===== config.mk =====
export PLATFORM = sky130hd
export DESIGN_NAME = gbus_datapath
export DESIGN_NICKNAME = d
export VERILOG_FILES = /design/src/rtl/dp_pkg.sv /design/src/rtl/dp_bus.sv /design/src/rtl/dp_regbank.sv /design/src/rtl/dp_alu.sv /design/src/rtl/gbus_datapath.sv
export SDC_FILE = /design/constraint.sdc
export NUM_CORES = 2
export LEC_CHECK = 0
export CAP_MARGIN = 0
export CORE_ASPECT_RATIO = 0.9
export CORE_UTILIZATION = 33
export DETAILED_ROUTE_END_ITERATION = 7
export GPL_TIMING_DRIVEN = 1
export HOLD_SLACK_MARGIN = 0.12
export SYNTH_ARGS = -nofsm -noshare
export SYNTH_HDL_FRONTEND = slang
export SYNTH_SLANG_ARGS = --single-unit

===== constraint.sdc =====
create_clock -name clk -period 9.84 [get_ports clk]
set_input_delay 1.476 -clock clk [delete_from_list [all_inputs] [get_ports clk]]
set_output_delay 1.476 -clock clk [all_outputs]
set_load 0.05 [all_outputs]

===== src/rtl/dp_pkg.sv =====
package dp_pkg;

    // Gate positions inside the control word (gate n sits at bit n-1)
    localparam int G_PC_OUT   = 0;
    localparam int G_MAR_IN   = 1;
    localparam int G_MBR_OUT  = 2;
    localparam int G_MBR_IN   = 3;
    localparam int G_MEM_RD   = 4;
    localparam int G_IR_IN    = 5;
    localparam int G_PC_INC   = 6;
    localparam int G_REG_RD   = 7;
    localparam int G_ALU_ADD  = 8;
    localparam int G_ALU_TO_T = 9;
    localparam int G_T_OUT    = 10;
    localparam int G_REG_WR   = 11;
    localparam int G_MEM_WR   = 12;
    localparam int G_PC_IN    = 13;
    localparam int G_SPARE    = 14;
    localparam int GATE_COUNT = 15;

    localparam int OPCODE_W   = 5;

    typedef enum logic [2:0] {
        SRC_IDLE,
        SRC_PC,
        SRC_MBR,
        SRC_TMP,
        SRC_CLASH
    } bus_src_e;

endpackage


===== src/rtl/dp_bus.sv =====
module dp_bus
    import dp_pkg::*;
#(
    parameter int W = 32
) (
    input  logic [W-1:0] pc_val,
    input  logic [W-1:0] mbr_val,
    input  logic [W-1:0] tmp_val,
    input  logic         pc_en,
    input  logic         mbr_en,
    input  logic         tmp_en,
    output logic [W-1:0] bus_val,
    output logic         bus_ok,
    output logic         bus_clash
);

    logic [1:0] drv_cnt;
    bus_src_e   src;

    always_comb begin
        drv_cnt = {1'b0, pc_en} + {1'b0, mbr_en} + {1'b0, tmp_en};
        if (drv_cnt > 2'd1)
            src = SRC_CLASH;
        else if (pc_en)
            src = SRC_PC;
        else if (mbr_en)
            src = SRC_MBR;
        else if (tmp_en)
            src = SRC_TMP;
        else
            src = SRC_IDLE;
    end

    always_comb begin
        unique case (src)
            SRC_PC:    bus_val = pc_val;
            SRC_MBR:   bus_val = mbr_val;
            SRC_TMP:   bus_val = tmp_val;
            SRC_IDLE:  bus_val = '0;
            SRC_CLASH: bus_val = '0;
            default:   bus_val = '0;
        endcase
    end

    assign bus_ok    = (src == SRC_PC) || (src == SRC_MBR) || (src == SRC_TMP);
    assign bus_clash = (src == SRC_CLASH);

endmodule


===== src/rtl/dp_regbank.sv =====
module dp_regbank #(
    parameter int W  = 32,
    parameter int N  = 32,
    localparam int AW = $clog2(N)
) (
    input  logic          clk,
    input  logic          rst_n,
    input  logic          rd_en,
    input  logic [AW-1:0] rd_a_sel,
    input  logic [AW-1:0] rd_b_sel,
    input  logic          wr_en,
    input  logic [AW-1:0] wr_sel,
    input  logic [W-1:0]  wr_val,
    output logic [W-1:0]  rd_a_val,
    output logic [W-1:0]  rd_b_val
);

    logic [W-1:0] cells [N];

    for (genvar i = 0; i < N; i++) begin : g_cell
        always_ff @(posedge clk or negedge rst_n) begin
            if (!rst_n)
                cells[i] <= '0;
            else if (wr_en && (wr_sel == AW'(i)))
                cells[i] <= wr_val;
        end
    end

    always_comb begin
        rd_a_val = rd_en ? cells[rd_a_sel] : '0;
        rd_b_val = rd_en ? cells[rd_b_sel] : '0;
    end

endmodule


===== src/rtl/dp_alu.sv =====
module dp_alu #(
    parameter int W = 32
) (
    input  logic [W-1:0] opa,
    input  logic [W-1:0] opb,
    input  logic         add_en,
    output logic [W-1:0] result
);

    always_comb begin
        result = add_en ? (opa + opb) : '0;
    end

endmodule


===== src/rtl/gbus_datapath.sv =====
module gbus_datapath
    import dp_pkg::*;
#(
    parameter int DATA_W  = 32,
    parameter int REG_CNT = 32,
    parameter int GATE_W  = GATE_COUNT
) (
    input  logic              clk,
    input  logic              rst_n,
    input  logic [GATE_W-1:0] gates,
    input  logic [DATA_W-1:0] mem_rdata,
    output logic [DATA_W-1:0] mem_addr,
    output logic [DATA_W-1:0] mem_wdata,
    output logic              mem_rd,
    output logic              mem_wr,
    output logic [DATA_W-1:0] ir,
    output logic              bus_conflict
);

    localparam int RSEL_W = $clog2(REG_CNT);
    localparam int R1_LSB = DATA_W - OPCODE_W - RSEL_W;
    localparam int R2_LSB = R1_LSB - RSEL_W;
    localparam int R3_LSB = R2_LSB - RSEL_W;

    logic [DATA_W-1:0] pc_q, mar_q, mbr_q, ir_q, t_q;
    logic [DATA_W-1:0] bus_val, opa, opb, alu_out;
    logic              bus_ok;

    logic [RSEL_W-1:0] sel_r1, sel_r2, sel_r3;
    assign sel_r1 = ir_q[R1_LSB +: RSEL_W];
    assign sel_r2 = ir_q[R2_LSB +: RSEL_W];
    assign sel_r3 = ir_q[R3_LSB +: RSEL_W];

    dp_bus #(.W(DATA_W)) u_bus (
        .pc_val    (pc_q),
        .mbr_val   (mbr_q),
        .tmp_val   (t_q),
        .pc_en     (gates[G_PC_OUT]),
        .mbr_en    (gates[G_MBR_OUT]),
        .tmp_en    (gates[G_T_OUT]),
        .bus_val   (bus_val),
        .bus_ok    (bus_ok),
        .bus_clash (bus_conflict)
    );

    dp_regbank #(.W(DATA_W), .N(REG_CNT)) u_rf (
        .clk      (clk),
        .rst_n    (rst_n),
        .rd_en    (gates[G_REG_RD]),
        .rd_a_sel (sel_r2),
        .rd_b_sel (sel_r3),
        .wr_en    (gates[G_REG_WR] && bus_ok),
        .wr_sel   (sel_r1),
        .wr_val   (bus_val),
        .rd_a_val (opa),
        .rd_b_val (opb)
    );

    dp_alu #(.W(DATA_W)) u_alu (
        .opa    (opa),
        .opb    (opb),
        .add_en (gates[G_ALU_ADD]),
        .result (alu_out)
    );

    // Program counter: bus load outranks increment
    always_ff @(posedge clk or negedge rst_n) begin
        if (!rst_n)
            pc_q <= '0;
        else if (gates[G_PC_IN] && bus_ok)
            pc_q <= bus_val;
        else if (gates[G_PC_INC])
            pc_q <= pc_q + DATA_W'(1);
    end

    always_ff @(posedge clk or negedge rst_n) begin
        if (!rst_n)
            mar_q <= '0;
        else if (gates[G_MAR_IN] && bus_ok)
            mar_q <= bus_val;
    end

    // Memory buffer: memory read outranks bus load
    always_ff @(posedge clk or negedge rst_n) begin
        if (!rst_n)
            mbr_q <= '0;
        else if (gates[G_MEM_RD])
            mbr_q <= mem_rdata;
        else if (gates[G_MBR_IN] && bus_ok)
            mbr_q <= bus_val;
    end

    always_ff @(posedge clk or negedge rst_n) begin
        if (!rst_n)
            ir_q <= '0;
        else if (gates[G_IR_IN] && bus_ok)
            ir_q <= bus_val;
    end

    always_ff @(posedge clk or negedge rst_n) begin
        if (!rst_n)
            t_q <= '0;
        else if (gates[G_ALU_TO_T])
            t_q <= alu_out;
    end

    assign mem_addr  = mar_q;
    assign mem_wdata = mbr_q;
    assign mem_rd    = gates[G_MEM_RD];
    assign mem_wr    = gates[G_MEM_WR];
    assign ir        = ir_q;

endmodule


==> flow_summary.toml <==
[sta]
max_freq_mhz = 162
report.final.hold_viol_count = 0
setup_viol = 0
slew_viol_final = 0
rsz0062_at_grt = "no"
fin_crit_sh = 0.627
timing.final.ws_setup_ns = 3.67
skew_ns = 0.0343
fin_crit_ns = 6.17
relSlewSlack = 0.195
whs_ns = 0.475
tns_ns = 0
worst_slew_pin_slew_ns = 1.21

[critical_path]
ff2ff_setup_slack_ns = 3.67
critPathRequiredTime_ns = 10.49
cp-startpoint = "ir[13]$_DFFE_PN0P_"
crit_arrival_ns = 6.82
cp_max_fo = 104
crit_path_end_kind = "flip-flop"
critPathKind = "flip-flop to flip-flop"
crit_end = "t_q[26]$_DFFE_PN0P_"
cp_cell_sequence = "buf_12, mux4_2, mux4_2, mux2i_1, nor2b_1, ha_1, nand2_1, nor2_1, o2111ai_1, o21ai_1, a41oi_2, o21ai_1, a21boi_0, xor2_1, o31ai_1"
ff2ff_path_depth = 15
cp_slowest_stage_delay_ns = 1.08
r2r-end = "t_q[26]$_DFFE_PN0P_"
reg2reg_from = "ir[13]$_DFFE_PN0P_"
start_kind = "flip-flop"
cpMaxStageDelayCell = "dfrtp_4"

[clocking]
cts.repair.resized = 0
clockBufferDepth = 3
cts_root_buf = "clkbuf_16"
cts_tree = "yes"
holdBufCountCts = 0
cts_sinks = 1184
clock_latency_ns = 0.76
cts-buffers-inserted = 117
clk_pin_slew_ns = 0.06
htreeDepth = 3
post-cts-setup-buffer-count = 0

[floorplan]
io_pins = 148
coreArea_um2 = 183000
die_y_um = 410
rows = 149
die_w_um = 455
start_util = 0.332
die-area_um2 = 186000

[final_layout]
final_area_um2 = 68500
final_cells = 7690
drive_above_1_share = 0.186
area_delta_synth_final_pct = 12.4
nNetsFinal = 5260
final-seq-area_um2 = 29700
multi_input_area_um2 = 29300
post-route-util = 0.374
fillers = 17600

[pwr]
powerDensity_nw_per_um2 = 201
power.total_mw = 13.8
p_leak_nw = 27.4
ir_worst_vdd_mv = 0.151

[routing]
wl_per_cell_um = 24.2
vias = 43500
ant_nets = 0
drtIter0Drc = 4802
viasPerCell = 5.66
drc = 9
drt_first_pass_iters = 8
routed_wl_um = 186000

[synth]
ys_seq_area_frac = 0.487
async_flop_share = 1.00
ys_types = 63
synth_most_common_cell = "dfrtp_1"
synth_area_per_cell_um2 = 11.4
syn_inst = 5348
synth_edf_count = 0
synth_commonest_cells = "1184 x dfrtp_1, 1098 x nand2_1, 860 x o21ai_0"
synth_top_area_frac = 0.487
synth_seq_cells = 1184
synth.top_cells.by_area = "dfrtp_1 49%, mux4_2 23%, o21ai_0 7.1%, nand2_1 6.8%, clkbuf_1 2.5%"
yosysTopAreaCell = "dfrtp_1"
synth_nets = 5431
synth_warnings = 0
synth_ff_type = "dfrtp_1"
synth_area_um2 = 60900

[global_route]
track_usage = 0.202
first_global_vias = 43500
grt_first_pass_wirelength_um = 283000
grt_max_degree = 176
antenna_found_initial = 0
overflow = 0

[place]
hpwlAfterDp_um = 105000
pre_cts_ws_ns = 3.75
placed_cell_area_um2 = 64400
io_buffers = 144
routabilityCongestion = 0.823
dp.cells = 7474

[outcome]
violations = "design-rule violations"
status = "complete, but fails checks"

[job]
cap_viol_max_count = 0

[worst_hold_path]
hold_class = "flip-flop to flip-flop"
hold_depth = 2
report_power, final:
group | switching (mW) | internal, mW | total [mW]
sequential | 0.492 | 5.31 | 5.80
clock | 2.04 | 2.77 | 4.81
combinational | 1.77 | 1.37 | 3.15
cell type report:
type,count,share of cell area
clock buffers,163,0.0488
multi-input cells,3618,0.429
clock inverters,52,0.0107
inverters,15,0.000823
well taps,2416,0.0442
repair buffers,241,0.0334
diodes,1,0.0000366
flip-flops and latches,1184,0.433
layer usage:
layer,global-route usage,vias to the layer above,wire length (µm),share of wire
met5,0,-,0,0
met4,0.0715,0,7020,0.038
met3,0.0307,374,11900,0.064
met2,0.318,1557,87700,0.47
met1,0.282,22500,79800,0.43
li1,-,19100,-,-
registers in the layout, summed over array words and instances, names as in the netlist:
| register | cells |
|---|---|
| ir | 32 |
| t_q | 32 |
| u_rf.cells | 1024 |
| mem_addr | 32 |
| mem_wdata | 32 |
| pc_q | 32 |
placed cells by master, fill, tap and decap left out, types with 15 or more instances in the layout:
master and count:
dfrtp_1 1174, nand2_1 1072, o21ai_0 860, mux4_2 628, o21ai_1 191, nor2_1 183
a21oi_1 180, clkdlybuf4s50_1 141, clkbuf_16 119, buf_4 87, nor2b_1 78, mux2i_1 70
a222oi_1 40, xnor2_1 35, ha_1 33, nand3_1 26, clkbuf_1 24, xor2_1 22
o2bb2ai_1 22, nand2_4 22, clkbuf_8 20, nand2b_1 16, clkinv_2 16, bufinv_16 15
how the worst min path moves through the flow:
stage	start	end	slack (ns)
after floorplan	t_q[1]$_DFFE_PN0P_	t_q[1]$_DFFE_PN0P_	0.45
after global placement	mem_addr[18]$_DFFE_PN0P_	mem_addr[18]$_DFFE_PN0P_	0.46
after detailed placement	mem_addr[18]$_DFFE_PN0P_	mem_addr[18]$_DFFE_PN0P_	0.47
after CTS	mem_addr[18]$_DFFE_PN0P_	mem_addr[18]$_DFFE_PN0P_	0.48
after global routing	ir[6]$_DFFE_PN0P_	ir[6]$_DFFE_PN0P_	0.51
final	ir[3]$_DFFE_PN0P_	ir[3]$_DFFE_PN0P_	0.47
cells by family (layout without fill, tap and decap cells):
group,after synthesis,count (layout),share of synthesized area
AOI/OAI and AO/OA,1353,1353,0.119
xor gates and xnor gates,57,57,0.00820
adders and majority gates,34,34,0.00711
buffers and inverters,546,471,0.0362
DFF,1184,1184,0.487
muxes,705,705,0.245
other,0,1,0
and+or+nand+nor,1469,1469,0.0982
worst max-delay path: cells and delay by family (launching register included):
family,cells,cell delay (ns)
fa+ha+maj,1,0.41
xor+xnor,1,0.20
simple gates,3,0.37
buf+inv,1,0.59
mux,3,1.34
compound gates,6,1.92
flops,1,1.08
Note: power is estimated with default switching activity, not from simulation.
